===== config.mk =====
export PLATFORM = sky130hd
export DESIGN_NAME = aux_reply_classifier
export DESIGN_NICKNAME = d
export VERILOG_FILES = /design/src/rtl/aux_rc_pkg.sv /design/src/rtl/aux_rc_ctrl.sv /design/src/rtl/aux_rc_datapath.sv /design/src/rtl/aux_reply_classifier.sv
export SDC_FILE = /design/constraint.sdc
export NUM_CORES = 1
export LEC_CHECK = 0
export BUFFER_PORTS_ARGS = -buffer_cell sky130_fd_sc_hd__buf_2
export CORE_AREA = 2 2 59 66
export CTS_BUF_LIST = sky130_fd_sc_hd__clkbuf_4 sky130_fd_sc_hd__clkbuf_8
export DETAILED_ROUTE_END_ITERATION = 6
export DIE_AREA = 0 0 61 68
export PLACE_DENSITY = 0.75
export SYNTH_ARGS = -nofsm -noshare
export SYNTH_HDL_FRONTEND = slang
export SYNTH_HIERARCHICAL = 1
export SYNTH_SLANG_ARGS = --single-unit

===== constraint.sdc =====
create_clock -name clk -period 3.3 [get_ports clk]
set_input_delay 0.165 -clock clk [delete_from_list [all_inputs] [get_ports clk]]
set_output_delay 0.165 -clock clk [all_outputs]
set_load 0.01 [all_outputs]

===== src/rtl/aux_rc_pkg.sv =====
package aux_rc_pkg;

  typedef enum logic [1:0] {
    RES_OK        = 2'd0,
    RES_TIMEOUT   = 2'd1,
    RES_BADREPLY  = 2'd2,
    RES_UNPLUGGED = 2'd3
  } xferResult_t;

  typedef enum logic [2:0] {
    CLS_ACK       = 3'd0,
    CLS_NACK      = 3'd1,
    CLS_DEFER     = 3'd2,
    CLS_I2C_NACK  = 3'd3,
    CLS_I2C_DEFER = 3'd4,
    CLS_INVALID   = 3'd5,
    CLS_NONE      = 3'd7
  } replyClass_t;

  typedef struct packed {
    logic capture;  // receiver finished: classify the live inputs
    logic expire;   // watchdog ran out with no evaluate
  } ctrlStrobes_t;

endpackage


===== src/rtl/aux_rc_ctrl.sv =====
module aux_rc_ctrl
  import aux_rc_pkg::*;
#(
  parameter int TIMEOUT_CYCLES = 1000
) (
  input  logic         clk,
  input  logic         rst_n,
  input  logic         launch,
  input  logic         evaluate,
  output ctrlStrobes_t strobes
);
  localparam int TMR_W = (TIMEOUT_CYCLES > 1) ? $clog2(TIMEOUT_CYCLES) : 1;
  localparam logic [TMR_W-1:0] LAST = TMR_W'(TIMEOUT_CYCLES - 1);

  logic             armed;
  logic [TMR_W-1:0] tick;
  logic             limitHit;

  assign limitHit        = armed && (tick == LAST);
  assign strobes.capture = evaluate;
  assign strobes.expire  = limitHit && !evaluate;

  always_ff @(posedge clk) begin
    if (!rst_n) begin
      armed <= 1'b0;
      tick  <= '0;
    end else if (launch) begin
      armed <= 1'b1;
      tick  <= '0;
    end else if (evaluate || limitHit) begin
      armed <= 1'b0;
      tick  <= '0;
    end else if (armed) begin
      tick  <= tick + 1'b1;
    end
  end

  // The watchdog fires at most once per launch.
  assert_single_expire_R8: assert property (@(posedge clk) disable iff (!rst_n)
    strobes.expire |=> !strobes.expire);

  // An evaluate in the expiry cycle always wins over the watchdog.
  assert_evaluate_wins_R8: assert property (@(posedge clk) disable iff (!rst_n)
    evaluate |-> !strobes.expire);

  // The count never passes the last permitted tick.
  always_comb begin
    if (rst_n) assert_tick_bound_R8: assert (tick <= LAST);
  end

endmodule


===== src/rtl/aux_rc_datapath.sv =====
module aux_rc_datapath
  import aux_rc_pkg::*;
#(
  parameter int CNT_W = 5
) (
  input  logic             clk,
  input  logic             rst_n,
  input  ctrlStrobes_t     strobes,
  input  logic             unplugged,
  input  logic             rxTimeoutState,
  input  logic             rxTimeout,
  input  logic             rxBadStop,
  input  logic             rxNoDetect,
  input  logic             rxBadHigh,
  input  logic             rxBadLow,
  input  logic [CNT_W-1:0] rxByteCount,
  input  logic [7:0]       firstByte,
  input  logic [CNT_W-1:0] bufSize,
  output logic             resultValid,
  output logic [1:0]       result,
  output logic [2:0]       replyClass,
  output logic [CNT_W-1:0] payloadCount,
  output logic             overflowErr
);
  xferResult_t      resNext;
  replyClass_t      clsNext;
  replyClass_t      codeClass;
  logic [CNT_W-1:0] payNext;
  logic             ovfNext;
  logic             framingErr;
  logic             take;

  xferResult_t      resQ;
  replyClass_t      clsQ;

  assign take       = strobes.capture || strobes.expire;
  assign framingErr = rxBadStop || rxNoDetect || rxBadHigh || rxBadLow;

  always_comb begin
    unique case (firstByte[7:4])
      4'd0:    codeClass = CLS_ACK;
      4'd1:    codeClass = CLS_NACK;
      4'd2:    codeClass = CLS_DEFER;
      4'd4:    codeClass = CLS_I2C_NACK;
      4'd8:    codeClass = CLS_I2C_DEFER;
      default: codeClass = CLS_INVALID;
    endcase
  end

  always_comb begin
    if (unplugged)                        resNext = RES_UNPLUGGED;
    else if (strobes.expire)              resNext = RES_TIMEOUT;
    else if (rxTimeoutState || rxTimeout) resNext = RES_TIMEOUT;
    else if (framingErr)                  resNext = RES_BADREPLY;
    else if (rxByteCount == '0)           resNext = RES_BADREPLY;
    else                                  resNext = RES_OK;

    clsNext = (resNext == RES_OK) ? codeClass : CLS_NONE;
    payNext = (resNext == RES_OK) ? rxByteCount - 1'b1 : '0;
    ovfNext = (clsNext == CLS_ACK) && (payNext > bufSize);
  end

  always_ff @(posedge clk) begin
    if (!rst_n) begin
      resultValid  <= 1'b0;
      resQ         <= RES_OK;
      clsQ         <= CLS_NONE;
      payloadCount <= '0;
      overflowErr  <= 1'b0;
    end else begin
      resultValid <= take;
      if (take) begin
        resQ         <= resNext;
        clsQ         <= clsNext;
        payloadCount <= payNext;
        overflowErr  <= ovfNext;
      end
    end
  end

  assign result     = resQ;
  assign replyClass = clsQ;

  assert_valid_pulse_R9: assert property (@(posedge clk) disable iff (!rst_n)
    resultValid |-> $past(strobes.capture || strobes.expire));

  assert_unplug_dominates_R1: assert property (@(posedge clk) disable iff (!rst_n)
    (take && unplugged) |=> (result == 2'd3));

  assert_expire_is_failure_R8: assert property (@(posedge clk) disable iff (!rst_n)
    strobes.expire |=> (result != 2'd0));

  assert_overflow_only_ack_R7: assert property (@(posedge clk) disable iff (!rst_n)
    (resultValid && overflowErr) |-> (result == 2'd0 && replyClass == 3'd0));

  assert_no_payload_on_fail_R5: assert property (@(posedge clk) disable iff (!rst_n)
    (resultValid && result != 2'd0) |-> (payloadCount == '0 && replyClass == 3'd7));

endmodule


===== src/rtl/aux_reply_classifier.sv =====
module aux_reply_classifier
  import aux_rc_pkg::*;
#(
  parameter int CNT_W          = 5,
  parameter int TIMEOUT_CYCLES = 1000
) (
  input  logic             clk,
  input  logic             rst_n,
  input  logic             launch,
  input  logic             evaluate,
  input  logic             unplugged,
  input  logic             rxTimeoutState,
  input  logic             rxTimeout,
  input  logic             rxBadStop,
  input  logic             rxNoDetect,
  input  logic             rxBadHigh,
  input  logic             rxBadLow,
  input  logic             rxMinCountViol,
  input  logic [CNT_W-1:0] rxByteCount,
  input  logic [7:0]       firstByte,
  input  logic [CNT_W-1:0] bufSize,
  output logic             resultValid,
  output logic [1:0]       result,
  output logic [2:0]       replyClass,
  output logic [CNT_W-1:0] payloadCount,
  output logic             overflowErr
);
  ctrlStrobes_t strobes;
  logic         unusedDebug;

  // The minimum-count flag is a debug aid only and feeds no logic.
  assign unusedDebug = rxMinCountViol;

  aux_rc_ctrl #(.TIMEOUT_CYCLES(TIMEOUT_CYCLES)) u_ctrl (
    .clk      (clk),
    .rst_n    (rst_n),
    .launch   (launch),
    .evaluate (evaluate),
    .strobes  (strobes)
  );

  aux_rc_datapath #(.CNT_W(CNT_W)) u_dp (
    .clk            (clk),
    .rst_n          (rst_n),
    .strobes        (strobes),
    .unplugged      (unplugged),
    .rxTimeoutState (rxTimeoutState),
    .rxTimeout      (rxTimeout),
    .rxBadStop      (rxBadStop),
    .rxNoDetect     (rxNoDetect),
    .rxBadHigh      (rxBadHigh),
    .rxBadLow       (rxBadLow),
    .rxByteCount    (rxByteCount),
    .firstByte      (firstByte),
    .bufSize        (bufSize),
    .resultValid    (resultValid),
    .result         (result),
    .replyClass     (replyClass),
    .payloadCount   (payloadCount),
    .overflowErr    (overflowErr)
  );

endmodule


==> results.md <==
* Setup crit start: u_ctrl/tick[0]
* TritonCTS buffer count at 3
* Syn Inst Count at 156
* Static leakage at about 0.68 nW
* Final setup skew at between 0.002 and 0.0025 ns
* N_diodes at 0
* CP Capture Type: flip-flop
* Routability cong. at about 0.77
* Min-delay src: launch
* Peak supply drop at about 0.00022 V
* Longest Clk Path Bufs at 2
* Post-Layout Cell Count at between 200 and 250
* RSZ-0062 raised after global routing: no
* I/O Pins at 42
* Die height at about 70 um
* Data arrival time of the worst path at between 3 and 4 ns
* Commonest non-fill, non-tap cell in the layout: buf_2
* YS warnings at 6
* CTS clk-pin slew, worst paths at 0.08 ns
* Root buf cell: clkbuf_8
* Largest net degree at the start of global routing at 17
* CTS tree: done
* Setup bufs post-CTS at 0
* Mapped Nets at roughly 190
* Vias in the first global route at 1085
* Crit Path Max Fanout at 8
* Layout cell share with drive strength beyond 1 at between 20% and 30%
* First-pass GRT wire length at 4.42 mm
* Worst slew margin at between 40% and 50%
* Layout area overhead at 20.5%
* Netlist Area Pre-Place at between 1000 and 1500 sq um
* Initial Util at 37.8%
* Most frequent cells in the layout: 36 x buf_2, 23 x dfxtp_1, 18 x nor2_1
* Total Routing Usage GR at approximately 14%
* # port buffers at 36
* DRT Pass-1 Iters at 4
* Initial DRC count at 19
* Placed Cells at ~240
* Final wirelength at approximately 2.7 mm
* Async SR Flop Fraction at 0%
* Status: finished, final reports clean
* PD cells at between 300 and 400 nW/um^2
* Period Utilization, post-route at 91.0%
* Drt wl/cell at between 10 and 15 um
* Main flop type after synthesis: dfxtp_1
* Min Tclk post-route at between 3 and 4 ns
* Hold Path Class: in2reg
* Post-route DRC at 0
* Final Hold Viols at 0
* Via Count at about 1.2k
* Row cnt at 23
* Initial antenna violation count at 0
* Pins Over Slew Limit at 0
* Post-synth EDFFs at 0
* Reg2reg start: u_ctrl/tick[0]
* Synth Register Bits at 23
* Crit path kind: reg2reg
* Max frequency at about 0.33 GHz
* Hold path depth at 3
* Seq/Total Area, Yosys at about a third
* Hpwl dp at roughly 2.1 mm
* FF-to-FF path depth at 12
* Number of max-cap violations at 0
* H-tree levels at 1
* CTS sink count at 23
* Antenna-violating nets left at 0
* Core footprint at roughly 3500 sq um
* Kind of start point of the critical path: flip-flop
* Post-CTS Resized at 0
* Die Wd at between 60 and 70 um
* Setup-failing EPs final at 0
* Synth cell types at 46
* WP data required at 3.47 ns
* Worst-skew pair later-pin latency at between 0.2 and 0.3 ns
* CTS Hold Bufs at 0
* Overflow after GRT at 0
* Syn Area/Cell at 8.58 sq um
* Die ar. at 4150 sq um
* Least-Margin Pin Slew at between 0.8 and 0.9 ns
* Final net count at 232
* Setup tns final at 0 ns
* Vias per cell at between 4 and 5
[layer usage]
layer	vias up	part of all wire [%]	GRT usage, %
met3	4	4.7	3.02
met5	-	0	0
li1	623	-	-
met1	552	44	15.9
met4	0	1.3	4.89
met2	34	50	25.4
[critical path: stages (launching register included)]
cell and delay [ns]:
dfxtp_1 0.33, ha_1 0.24, and4bb_2 0.26, nand2_1 0.15, nor3_1 0.10, nor4_2 0.37
nand3_2 0.22, nor2_1 0.18, ha_1 0.26, nand4_1 0.11, o21ai_0 0.08, or4_1 0.42
o41ai_2 0.19
[through the flow]
stage                     util, %  hold slack, ns  setup slack, ns  power, mW  instance area [sq um]
final                        45.6           0.117            0.295      0.518                   1610
after floorplan                 -           0.272            0.465      0.326                   1340
after global routing         45.6           0.114           0.0319      0.544                   1610
after CTS                    45.6           0.114            0.282      0.525                   1610
after global placement       44.3           0.375            0.367      0.352                   1570
after detailed placement     44.3           0.378            0.295      0.353                   1570
[cell type report]
cell class | count | area (sq um)
multi-input cells | 117 | 796
well taps | 50 | 62.6
clock inverters | 1 | 5.00
inverters | 8 | 30.0
clock buffers | 3 | 41.3
flip-flops and latches | 23 | 460
repair buffers | 41 | 218
fillers | 349 | 1930
[final timing paths]
check,endpoint,slack [ns]
max,u_dp/overflowErr,0.30
min,u_ctrl/armed,0.12
max reg2reg,u_dp/overflowErr,0.30
min reg2reg,u_dp/replyClass[0],0.49
[logic make-up after synthesis]
| kind of cell | synth area share, % |
|---|---|
| mux | 0.748 |
| buf+inv | 6.17 |
| simple gates | 30.1 |
| flops | 34.4 |
| compound gates | 13.7 |
| xor+xnor | 6.54 |
| fa+ha+maj | 8.32 |
[sequential cells by signal, indices dropped and copies added (netlist names)]
register / cells
u_ctrl/tick: 10
u_dp/payloadCount: 5
u_dp/replyClass: 3
u_dp/result: 2
u_ctrl/armed: 1
u_dp/overflowErr: 1
u_dp/resultValid: 1
[power by group]
group | switching, mW | total (mW) | leakage, nW | internal, mW
logic | 0.0344 | 0.0627 | 0.466 | 0.0283
registers | 0.00222 | 0.283 | 0.187 | 0.281
clock network | 0.0874 | 0.172 | 0.0255 | 0.0842
total | 0.124 | 0.518 | 0.678 | 0.394
[Yosys cell counts (2+ instances only)]
library cell / number / share of area [%]
dfxtp_1: 23 / 34
nor2_1: 18 / 5.0
nand2_1: 16 / 4.5
ha_1: 8 / 7.5
inv_1: 8 / 2.2
and2_1: 7 / 3.3
nand4_1: 6 / 2.8
nor3_1: 6 / 2.2
xnor2_1: 6 / 3.9
o21ai_0: 5 / 1.9
nand3_1: 4 / 1.5
o31ai_1: 4 / 2.2
xor2_1: 4 / 2.6
a21oi_1: 3 / 1.1
buf_4: 3 / 1.7
a211oi_1: 2 / 1.1
a21o_1: 2 / 1.1
buf_2: 2 / 0.75
nor4_2: 2 / 1.9
No activity file was read; power rests on OpenSTA's default activity.
